`src/rtl/trap_pkg.sv`:
```
package trap_pkg;

  typedef enum logic [1:0] {
    PRIV_U = 2'd0,
    PRIV_S = 2'd1,
    PRIV_H = 2'd2,
    PRIV_M = 2'd3
  } priv_e;

  // status word bit positions
  localparam int unsigned ST_SIE  = 1;
  localparam int unsigned ST_MIE  = 3;
  localparam int unsigned ST_SPIE = 5;
  localparam int unsigned ST_MPIE = 7;
  localparam int unsigned ST_SPP  = 8;
  localparam int unsigned ST_MPP  = 11;

  localparam int unsigned ECALL_BASE = 8;

  // exception codes that capture the fault address
  localparam logic [15:0] ADDR_FAULT_MASK = 16'b1011_0000_1111_0011;

endpackage

```
`src/rtl/trap_cause_gen.sv`:
```
module trap_cause_gen
  import trap_pkg::*;
#(
  parameter int unsigned XLEN = 32,
  localparam int unsigned CODE_W = $clog2(XLEN)
) (
  input  logic              irq_i,
  input  logic [CODE_W-1:0] code_i,
  input  priv_e             priv_i,
  output logic [CODE_W-1:0] idx_o,
  output logic [XLEN-1:0]   cause_o
);

  localparam logic [CODE_W-1:0] ECALL_CODE = CODE_W'(ECALL_BASE);

  logic is_ecall;
  logic [CODE_W-1:0] priv_ext;

  assign is_ecall = !irq_i && (code_i == ECALL_CODE);
  assign priv_ext = {{(CODE_W-2){1'b0}}, priv_i};

  always_comb begin
    idx_o = is_ecall ? (ECALL_CODE + priv_ext) : code_i;
    cause_o = '0;
    cause_o[CODE_W-1:0] = idx_o;
    cause_o[XLEN-1] = irq_i;
  end

endmodule

```
`src/rtl/trap_deleg_sel.sv`:
```
module trap_deleg_sel
  import trap_pkg::*;
#(
  parameter int unsigned XLEN = 32,
  localparam int unsigned CODE_W = $clog2(XLEN)
) (
  input  logic              irq_i,
  input  logic [CODE_W-1:0] idx_i,
  input  priv_e             priv_i,
  input  logic [XLEN-1:0]   edeleg_i,
  input  logic [XLEN-1:0]   ideleg_i,
  output logic              to_s_o
);

  logic [XLEN-1:0] mask;
  logic            bit_set;
  logic            low_priv;

  assign mask     = irq_i ? ideleg_i : edeleg_i;
  assign bit_set  = mask[idx_i];
  assign low_priv = (priv_i == PRIV_U) || (priv_i == PRIV_S);
  assign to_s_o   = low_priv && bit_set;

endmodule

```
`src/rtl/trap_status_upd.sv`:
```
module trap_status_upd
  import trap_pkg::*;
#(
  parameter int unsigned XLEN = 32
) (
  input  logic [XLEN-1:0] status_i,
  input  priv_e           priv_i,
  input  logic            to_s_i,
  output logic [XLEN-1:0] status_o
);

  always_comb begin
    status_o = status_i;
    if (to_s_i) begin
      status_o[ST_SPIE] = status_i[ST_SIE];
      status_o[ST_SPP]  = priv_i[0];
      status_o[ST_SIE]  = 1'b0;
    end else begin
      status_o[ST_MPIE]          = status_i[ST_MIE];
      status_o[ST_MPP +: 2]      = priv_i;
      status_o[ST_MIE]           = 1'b0;
    end
  end

endmodule

```
`src/rtl/trap_reg_bank.sv`:
```
module trap_reg_bank #(
  parameter int unsigned XLEN = 32
) (
  input  logic            clk_i,
  input  logic            rst_ni,
  input  logic            we_i,
  input  logic [XLEN-1:0] cause_i,
  input  logic [XLEN-1:0] epc_i,
  input  logic [XLEN-1:0] tval_i,
  output logic [XLEN-1:0] cause_o,
  output logic [XLEN-1:0] epc_o,
  output logic [XLEN-1:0] tval_o
);

  always_ff @(posedge clk_i or negedge rst_ni) begin
    if (!rst_ni) begin
      cause_o <= '0;
      epc_o   <= '0;
      tval_o  <= '0;
    end else if (we_i) begin
      cause_o <= cause_i;
      epc_o   <= epc_i;
      tval_o  <= tval_i;
    end
  end

endmodule

```
`src/rtl/trap_entry_unit.sv`:
```
module trap_entry_unit
  import trap_pkg::*;
#(
  parameter int unsigned XLEN = 32,
  localparam int unsigned CODE_W = $clog2(XLEN)
) (
  input  logic              clk_i,
  input  logic              rst_ni,
  input  logic              trap_valid_i,
  input  logic              trap_irq_i,
  input  logic [CODE_W-1:0] trap_code_i,
  input  logic [XLEN-1:0]   trap_addr_i,
  input  logic [XLEN-1:0]   pc_i,
  input  logic [1:0]        priv_i,
  input  logic [XLEN-1:0]   status_i,
  input  logic [XLEN-1:0]   edeleg_i,
  input  logic [XLEN-1:0]   ideleg_i,
  input  logic [XLEN-1:0]   svec_i,
  input  logic [XLEN-1:0]   mvec_i,
  output logic [XLEN-1:0]   npc_o,
  output logic [1:0]        priv_o,
  output logic [XLEN-1:0]   status_o,
  output logic [XLEN-1:0]   scause_o,
  output logic [XLEN-1:0]   sepc_o,
  output logic [XLEN-1:0]   stval_o,
  output logic [XLEN-1:0]   mcause_o,
  output logic [XLEN-1:0]   mepc_o,
  output logic [XLEN-1:0]   mtval_o
);

  localparam int unsigned N_BANK = 2; // 0: supervisor, 1: machine

  priv_e             cur_priv;
  logic [CODE_W-1:0] idx;
  logic [XLEN-1:0]   cause;
  logic              to_s;
  logic              fault_hit;
  logic [XLEN-1:0]   tval;
  logic [XLEN-1:0]   status_nx;
  logic [N_BANK-1:0] bank_we;
  logic [N_BANK-1:0][XLEN-1:0] cause_w, epc_w, tval_w;

  assign cur_priv = priv_e'(priv_i);

  trap_cause_gen #(.XLEN(XLEN)) u_cause (
    .irq_i   (trap_irq_i),
    .code_i  (trap_code_i),
    .priv_i  (cur_priv),
    .idx_o   (idx),
    .cause_o (cause)
  );

  trap_deleg_sel #(.XLEN(XLEN)) u_deleg (
    .irq_i    (trap_irq_i),
    .idx_i    (idx),
    .priv_i   (cur_priv),
    .edeleg_i (edeleg_i),
    .ideleg_i (ideleg_i),
    .to_s_o   (to_s)
  );

  trap_status_upd #(.XLEN(XLEN)) u_status (
    .status_i (status_i),
    .priv_i   (cur_priv),
    .to_s_i   (to_s),
    .status_o (status_nx)
  );

  // address capture only for misaligned, access and page faults
  assign fault_hit = !trap_irq_i && (trap_code_i < CODE_W'(16))
                     && ADDR_FAULT_MASK[trap_code_i[3:0]];
  assign tval      = fault_hit ? trap_addr_i : '0;

  assign bank_we[0] = trap_valid_i && to_s;
  assign bank_we[1] = trap_valid_i && !to_s;

  for (genvar g = 0; g < N_BANK; g++) begin : g_bank
    trap_reg_bank #(.XLEN(XLEN)) u_bank (
      .clk_i   (clk_i),
      .rst_ni  (rst_ni),
      .we_i    (bank_we[g]),
      .cause_i (cause),
      .epc_i   (pc_i),
      .tval_i  (tval),
      .cause_o (cause_w[g]),
      .epc_o   (epc_w[g]),
      .tval_o  (tval_w[g])
    );
  end

  assign scause_o = cause_w[0];
  assign sepc_o   = epc_w[0];
  assign stval_o  = tval_w[0];
  assign mcause_o = cause_w[1];
  assign mepc_o   = epc_w[1];
  assign mtval_o  = tval_w[1];

  always_ff @(posedge clk_i or negedge rst_ni) begin
    if (!rst_ni) begin
      npc_o    <= '0;
      priv_o   <= PRIV_M;
      status_o <= '0;
    end else if (trap_valid_i) begin
      npc_o    <= to_s ? svec_i : mvec_i;
      priv_o   <= to_s ? PRIV_S : PRIV_M;
      status_o <= status_nx;
    end
  end

  assert_irq_flag_R2: assert property (@(posedge clk_i) disable iff (!rst_ni)
    trap_valid_i && trap_irq_i |=>
      ((priv_o == 2'd3) ? mcause_o[XLEN-1] : scause_o[XLEN-1]));

  assert_m_stays_m_R5: assert property (@(posedge clk_i) disable iff (!rst_ni)
    trap_valid_i && (priv_i == 2'd3) |=> (priv_o == 2'd3));

  assert_s_entry_R6: assert property (@(posedge clk_i) disable iff (!rst_ni)
    trap_valid_i |=> (priv_o != 2'd1) ||
      (npc_o == $past(svec_i) && !status_o[ST_SIE] && sepc_o == $past(pc_i)));

  assert_m_entry_R7: assert property (@(posedge clk_i) disable iff (!rst_ni)
    trap_valid_i |=> (priv_o != 2'd3) ||
      (npc_o == $past(mvec_i) && !status_o[ST_MIE] && mepc_o == $past(pc_i)));

  assert_irq_tval_R8: assert property (@(posedge clk_i) disable iff (!rst_ni)
    trap_valid_i && trap_irq_i |=>
      ((priv_o == 2'd3) ? (mtval_o == '0) : (stval_o == '0)));

  assert_hold_R9: assert property (@(posedge clk_i) disable iff (!rst_ni)
    !trap_valid_i |=> $stable(priv_o) && $stable(npc_o) && $stable(status_o)
      && $stable(mcause_o) && $stable(scause_o));

endmodule

```
`config.mk`:
```
export PLATFORM = sky130hd
export DESIGN_NAME = trap_entry_unit
export DESIGN_NICKNAME = d
export VERILOG_FILES = /design/src/rtl/trap_pkg.sv /design/src/rtl/trap_cause_gen.sv /design/src/rtl/trap_deleg_sel.sv /design/src/rtl/trap_status_upd.sv /design/src/rtl/trap_reg_bank.sv /design/src/rtl/trap_entry_unit.sv
export SDC_FILE = /design/constraint.sdc
export NUM_CORES = 1
export LEC_CHECK = 0
export ABC_CLOCK_PERIOD_IN_PS = 2200
export BUFFER_PORTS_ARGS = -buffer_cell sky130_fd_sc_hd__buf_2
export CAP_MARGIN = 10
export CELL_PAD_IN_SITES_DETAIL_PLACEMENT = 1
export CELL_PAD_IN_SITES_GLOBAL_PLACEMENT = 2
export CORE_AREA = 2 2 191 193
export DETAILED_ROUTE_END_ITERATION = 8
export DIE_AREA = 0 0 193 195
export PLACE_DENSITY = 0.79
export SLEW_MARGIN = 20
export SYNTH_ARGS = -nofsm -noshare
export SYNTH_HDL_FRONTEND = slang
export SYNTH_SLANG_ARGS = --single-unit
```
`constraint.sdc`:
```
create_clock -name clk_i -period 2.2 [get_ports clk_i]
set_input_delay 0.33 -clock clk_i [delete_from_list [all_inputs] [get_ports clk_i]]
set_output_delay 0.33 -clock clk_i [all_outputs]
set_load 0.02 [all_outputs]
```
**Word level (Yosys, flattened, before mapping)**

Memories as Yosys holds them, arrays and structs flattened.
Index checks and enable logic that the tools add are counted.
W data, S select, Z words.

- Reductions and logical operators: 10
- $add $sub $neg: 1
- $lt $le $gt $ge: 3
- Muxes and demuxes: 14
- Equality and inequality tests: 2

Operators with widths:

| cell | number |
|---|---|
| $mux W32 | 3 |
| $mux W1 | 7 |
| $logic_and A1 B1 Y1 | 6 |
| $lt A5 B6 Y1 const B | 1 |
| $add A4 B2 Y5 const A | 1 |
| $bmux W1 S5 | 1 |
| $eq A5 B4 Y1 const B | 1 |
| $lt A4 B5 Y1 const B | 1 |
| $lt A5 B5 Y1 const B | 1 |
| $mux W5 | 1 |
| $mux W2 | 2 |
| $eq A2 B1 Y1 const B | 1 |
| $logic_not A1 Y1 | 2 |
| $logic_not A2 Y1 | 1 |
| $logic_or A1 B1 Y1 | 1 |

- Output and inout port bits: 258
- Flip-flop bits (word level): 206
- Memories kept: 1
- Bits in read-only memories: 16
- Word-level logic and storage cells: 40

Memories:

| name | depth | bits a word | read ports | clocked after memory_dff | write ports | RTL line | text |
|---|---|---|---|---|---|---|---|
| (no name shown) | 16 | 1 | 1 | 0 | 0 | trap_entry_unit.sv:71 | `&& ADDR_FAULT_MASK[trap_code_i[3:0]];` |

**Logic depth before layout (Yosys ltp)**

- Word-level depth: 8
- Gate-level depth with buffers: 13
- Depth with buffers taken out: 7

**By module**

From an unflattened synthesis, not the netlist that was laid out.

- Cell total of the unflattened synthesis: 784
- Area, all modules: 11,666.2 um^2

Modules (own cells, without submodules):

| module | cells each | area each (um^2) | sequential area each (um^2) | times used |
|---|---|---|---|---|
| trap_reg_bank | 203 | 3,764.9 | 2,402.3 | 2 |
| trap_entry_unit | 256 | 2,974.1 | 1,627.8 | 1 |
| trap_deleg_sel | 48 | 568.0 | 0.0 | 1 |
| trap_cause_gen | 41 | 304.0 | 0.0 | 1 |
| trap_status_upd | 33 | 290.3 | 0.0 | 1 |

**Worst setup path before layout**

OpenSTA, ideal clock, no wires.

- Kind: input -> register
- Start: input port trap_code_i[4]
- End: register g_bank[0].u_bank.epc_o[24]
- Buffers on the path: 4
- Slack: -0.653 ns
- Cell stages on the path: 11
- Arrival time: 2.726 ns
- Cells stage by stage: clkbuf_2 > nor2b_1 > clkbuf_1 > a21o_1 > mux4_2 > and2_1 > o311a_1 > buf_2 > o21ai_4 > buf_4 > mux2_1

- Longest elaborated chain between the ends: 7

RTL lines:

| what | RTL line | text |
|---|---|---|
| start, declared | trap_entry_unit.sv:11 | `input logic [CODE_W-1:0] trap_code_i,` |
| $eq A5 B4 Y1 | trap_cause_gen.sv:19 | `assign is_ecall = !irq_i && (code_i == ECALL_CODE);` |
| $logic_and A1 B1 Y1 | trap_cause_gen.sv:19 |  |
| $mux W5 (*) | trap_cause_gen.sv:23 | `idx_o = is_ecall ? (ECALL_CODE + priv_ext) : code_i;` |
| $bmux W1 S5 (*) | trap_deleg_sel.sv:20 | `assign bit_set = mask[idx_i];` |
| $mux W1 (implied by the code) (*) | trap_deleg_sel.sv:20 |  |
| $logic_and A1 B1 Y1 (*) | trap_deleg_sel.sv:22 | `assign to_s_o = low_priv && bit_set;` |
| $logic_and A1 B1 Y1 (*) | trap_entry_unit.sv:74 | `assign bank_we[0] = trap_valid_i && to_s;` |
| end signal, assigned | trap_reg_bank.sv:22 | `epc_o <= epc_i;` |
| end, declared | trap_reg_bank.sv:11 | `output logic [XLEN-1:0] epc_o,` |

Every way passes the cells marked *; elsewhere a longest branch is shown, timed or not. The select of a mux whose other input is x is not followed.
A chain may end at the register's enable or synchronous reset.

**Worst setup path in the final report**

- Start: input port trap_code_i[0]
- End: register g_bank[0].u_bank.epc_o[14]

The elaborated chain is that of the path after synthesis.

==> flow_metrics.tcl <==
set metrics [dict create \
    area_growth_pct 48.2 \
    wirelength_um 35900 \
    worst_path_max_delay_cell "or4b_4" \
    holdPathEnd "status_o[2]" \
    crit_top_cell "buf_12" \
    drt_first_pass_iters 4 \
    hold_violations 0 \
    synth_edf_count 0 \
    viasPerCell 4.57 \
    yosysUniqueCellTypes 53 \
    grt_pass1_wl_um 52500 \
    grt_overflow 0 \
    worstSetupStartpointType "primary input" \
    die_y_um 195 \
    drive_gt1_share_pct 51.7 \
    cts_buffers 24 \
    syn_avg_cell_area_um2 11.4 \
    crit_arrival_ns 2.69 \
    vdd_drop_max_mv 0.513 \
    num_vias 8324 \
    rsz0062_at_grt "true" \
    utilization_pct 40.2 \
    rows 69 \
    clk_latency_ns 0.52 \
    clk_path_buf_depth 3 \
    worst_slew_pin_slew_ns 0.659 \
    netlist_area_um2 9600 \
    gp_congestion 0.825 \
    critPathKind "primary input to flip-flop" \
    finalNetCount 1575 \
    root_buffer "clkbuf_16" \
    post-route-drc-count 0 \
    path_delay_family "simple AND/OR/NAND/NOR gates" \
    clk_pin_slew_ns 0.06 \
    die_w_um 193 \
    ios 493 \
    required_ns 2.60 \
    clock-sinks 205 \
    maxSlewHeadroom_pct 56.0 \
    instances_no_fill 1822 \
    path_buf_inv 4 \
    fin_ws_ns -0.0917 \
    static-leakage-power_uw 0.00734 \
    fin_crit_sh_pct 104 \
    crit_path_cell_trace "buf_12 > or4b_4 > o21ai_1 > a211oi_1 > or4_4 > o311a_4 > o21ai_4 > buf_12 > buf_12 > buf_16 > mux2_4" \
    p_per_area_nw_per_um2 881 \
    grtUsageTotal_pct 18.1 \
    drv_slew 0 \
    synth_cells 841 \
    dieArea_um2 37600 \
    hold_ws_ns 0.0484 \
    grt_max_degree 69 \
    cts_tree "yes" \
    period_minus_slack_ns 2.29 \
    min_path_type "primary input to flip-flop" \
    synthArstFlopShare_pct 100 \
    r2r_cells 1 \
    dp_hpwl_um 26100 \
    core_area_um2 35400 \
    status "finished with violations" \
    power_uw 12500 \
    max_freq_mhz 436 \
    dp_cells 1755 \
    min_from "status_i[2]" \
    start_util_pct 27.1 \
    violations "setup timing" \
    synth_ff_type "dfrtp_1" \
    min_delay_path_depth 2 \
    avgRoutedWirePerCell_um 19.7 \
    rr_endpoint "g_bank[0].u_bank.epc_o[24]" \
    slowest_delay_ns 0.54 \
    numPortBuffers 439 \
    end_kind "flip-flop" \
    yosysSeqAreaShare_pct 53.5 \
    grt_pass1_vias 8859 \
    initialDrtViolationCount 269 \
    cap_violations 0 \
    ant_nets 0 \
    crit_fanout 7 \
    yosysWarnings 0 \
    fin_skew_ns 0 \
    r2r_start "g_bank[0].u_bank.epc_o[24]" \
    ys_ff_latch 205 \
    setup_viol 124 \
    rrSetupSlack_ns 1.36 \
    antenna_found_initial 3 \
    cts_max_level 1 \
]
worst max-delay path by stage:
stage                               from                          end  slack, ns  depth (start not counted)
after floorplan           trap_code_i[2]   g_bank[0].u_bank.epc_o[24]      -0.53                          9
after global placement    trap_code_i[1]                 status_o[12]      -0.75                         10
after detailed placement      trap_irq_i  g_bank[0].u_bank.tval_o[23]      -0.81                         12
after CTS                     trap_irq_i   g_bank[0].u_bank.epc_o[14]      -0.12                         12
after global routing      trap_code_i[0]   g_bank[0].u_bank.epc_o[26]      -0.13                         12
final                     trap_code_i[0]   g_bank[0].u_bank.epc_o[14]      -0.09                         11
timing repair:
| item | in CTS | in global routing |
|---|---|---|
| cloned | 7 | 3 |
| endpoints found under the hold margin | 60 | 0 |
| setup buffers | 10 | 2 |
| gates resized for setup | 61 | 39 |
| hold buffers | 1 | 0 |
| pin swaps | 8 | 11 |
| setup endpoints to repair | 178 | 177 |
flip-flops by register name (all words and copies together) (netlist names):
name and count:
g_bank.u_bank.epc_o 64, g_bank.u_bank.tval_o 64, npc_o 32, status_o 32
priv_o 1, g_bank.u_bank.cause_o 12
area by class of cell:
type                    instances  area [um^2]
diodes                          3         7.51
clock buffers                  34          699
clock inverters                10          103
fillers                      4086        21200
inverters                      74          278
multi-input cells             505         3980
flip-flops and latches        205         5130
well taps                     461          577
repair buffers                530         3450
through the flow:
stage	worst slack, ns	TNS (ns)	cell area [um^2]
detailed placement	-0.813	-127.52	12700
CTS	-0.122	-8.03	14000
global placement	-0.745	-118.63	12700
finish	-0.0917	-5.31	14200
floorplan	-0.526	-69.02	9860
global route	-0.126	-10.67	14200
routing by layer:
| metal | global-route usage (%) | share of wire, % | vias to the layer above | routed length, um |
|---|---|---|---|---|
| met3 | 2.93 | 6.2 | 61 | 2240 |
| li1 | - | - | 3791 | - |
| met2 | 33.4 | 52 | 323 | 18600 |
| met5 | 0 | 0 | - | 0 |
| met1 | 21.2 | 39 | 4149 | 14100 |
| met4 | 5.61 | 2.8 | 0 | 990 |
Yosys cell counts (3+ instances only):
library cell	instances	area, um^2
a211oi_1	7	52.6
nand3_1	38	190
mux2_1	37	417
o221ai_1	4	35.0
o21ai_0	40	200
o22ai_1	4	25.0
mux2_2	68	766
mux2i_1	78	781
and2_1	3	18.8
nor2b_1	3	18.8
buf_1	3	11.3
buf_2	7	35.0
o211ai_1	3	22.5
inv_1	74	278
nand2_1	46	173
nand2b_1	4	25.0
mux4_2	3	67.6
clkbuf_1	26	97.6
nor2_1	43	161
a31oi_1	34	213
a21oi_1	3	15.0
dfrtp_1	204	5100
buf_4	70	526
kinds of logic (layout without fill, tap and decap cells):
kind of cell | Yosys count | in the layout | share of synthesized area, %
other | 2 | 56 | 0.0783
AOI/OAI and AO/OA | 113 | 113 | 7.64
muxes | 186 | 186 | 21.2
buffers and inverters | 182 | 648 | 10.0
DFF | 205 | 205 | 53.5
and+or+nand+nor | 153 | 153 | 7.61
placed cells by master (no fill, tap or decap), types with 4 or more instances in the layout:
master | netlist | final
inv_1 | 74 | 74
mux2_1 | 37 | 10
buf_16 | 0 | 6
mux2_2 | 68 | 67
buf_12 | 0 | 21
nand3_1 | 38 | 36
o21ai_1 | 1 | 23
clkbuf_16 | 0 | 28
mux2i_1 | 78 | 75
buf_2 | 7 | 434
conb_1 | 2 | 53
buf_4 | 70 | 46
clkbuf_1 | 26 | 5
o21ai_0 | 40 | 15
dfrtp_1 | 204 | 204
nand2b_1 | 4 | 4
clkbuf_8 | 0 | 5
buf_6 | 1 | 11
nand2_1 | 46 | 45
a211oi_1 | 7 | 4
buf_8 | 0 | 6
clkinv_2 | 0 | 7
mux2_4 | 0 | 28
nor2_1 | 43 | 41
a31oi_1 | 34 | 34
power breakdown:
group	internal (uW)	leakage, uW	switching, uW
clock network	2440	0.000399	1610
logic	1600	0.00442	2170
registers	4400	0.00252	332
total	8430	0.00734	4100
No activity file was read; power rests on OpenSTA's default activity.
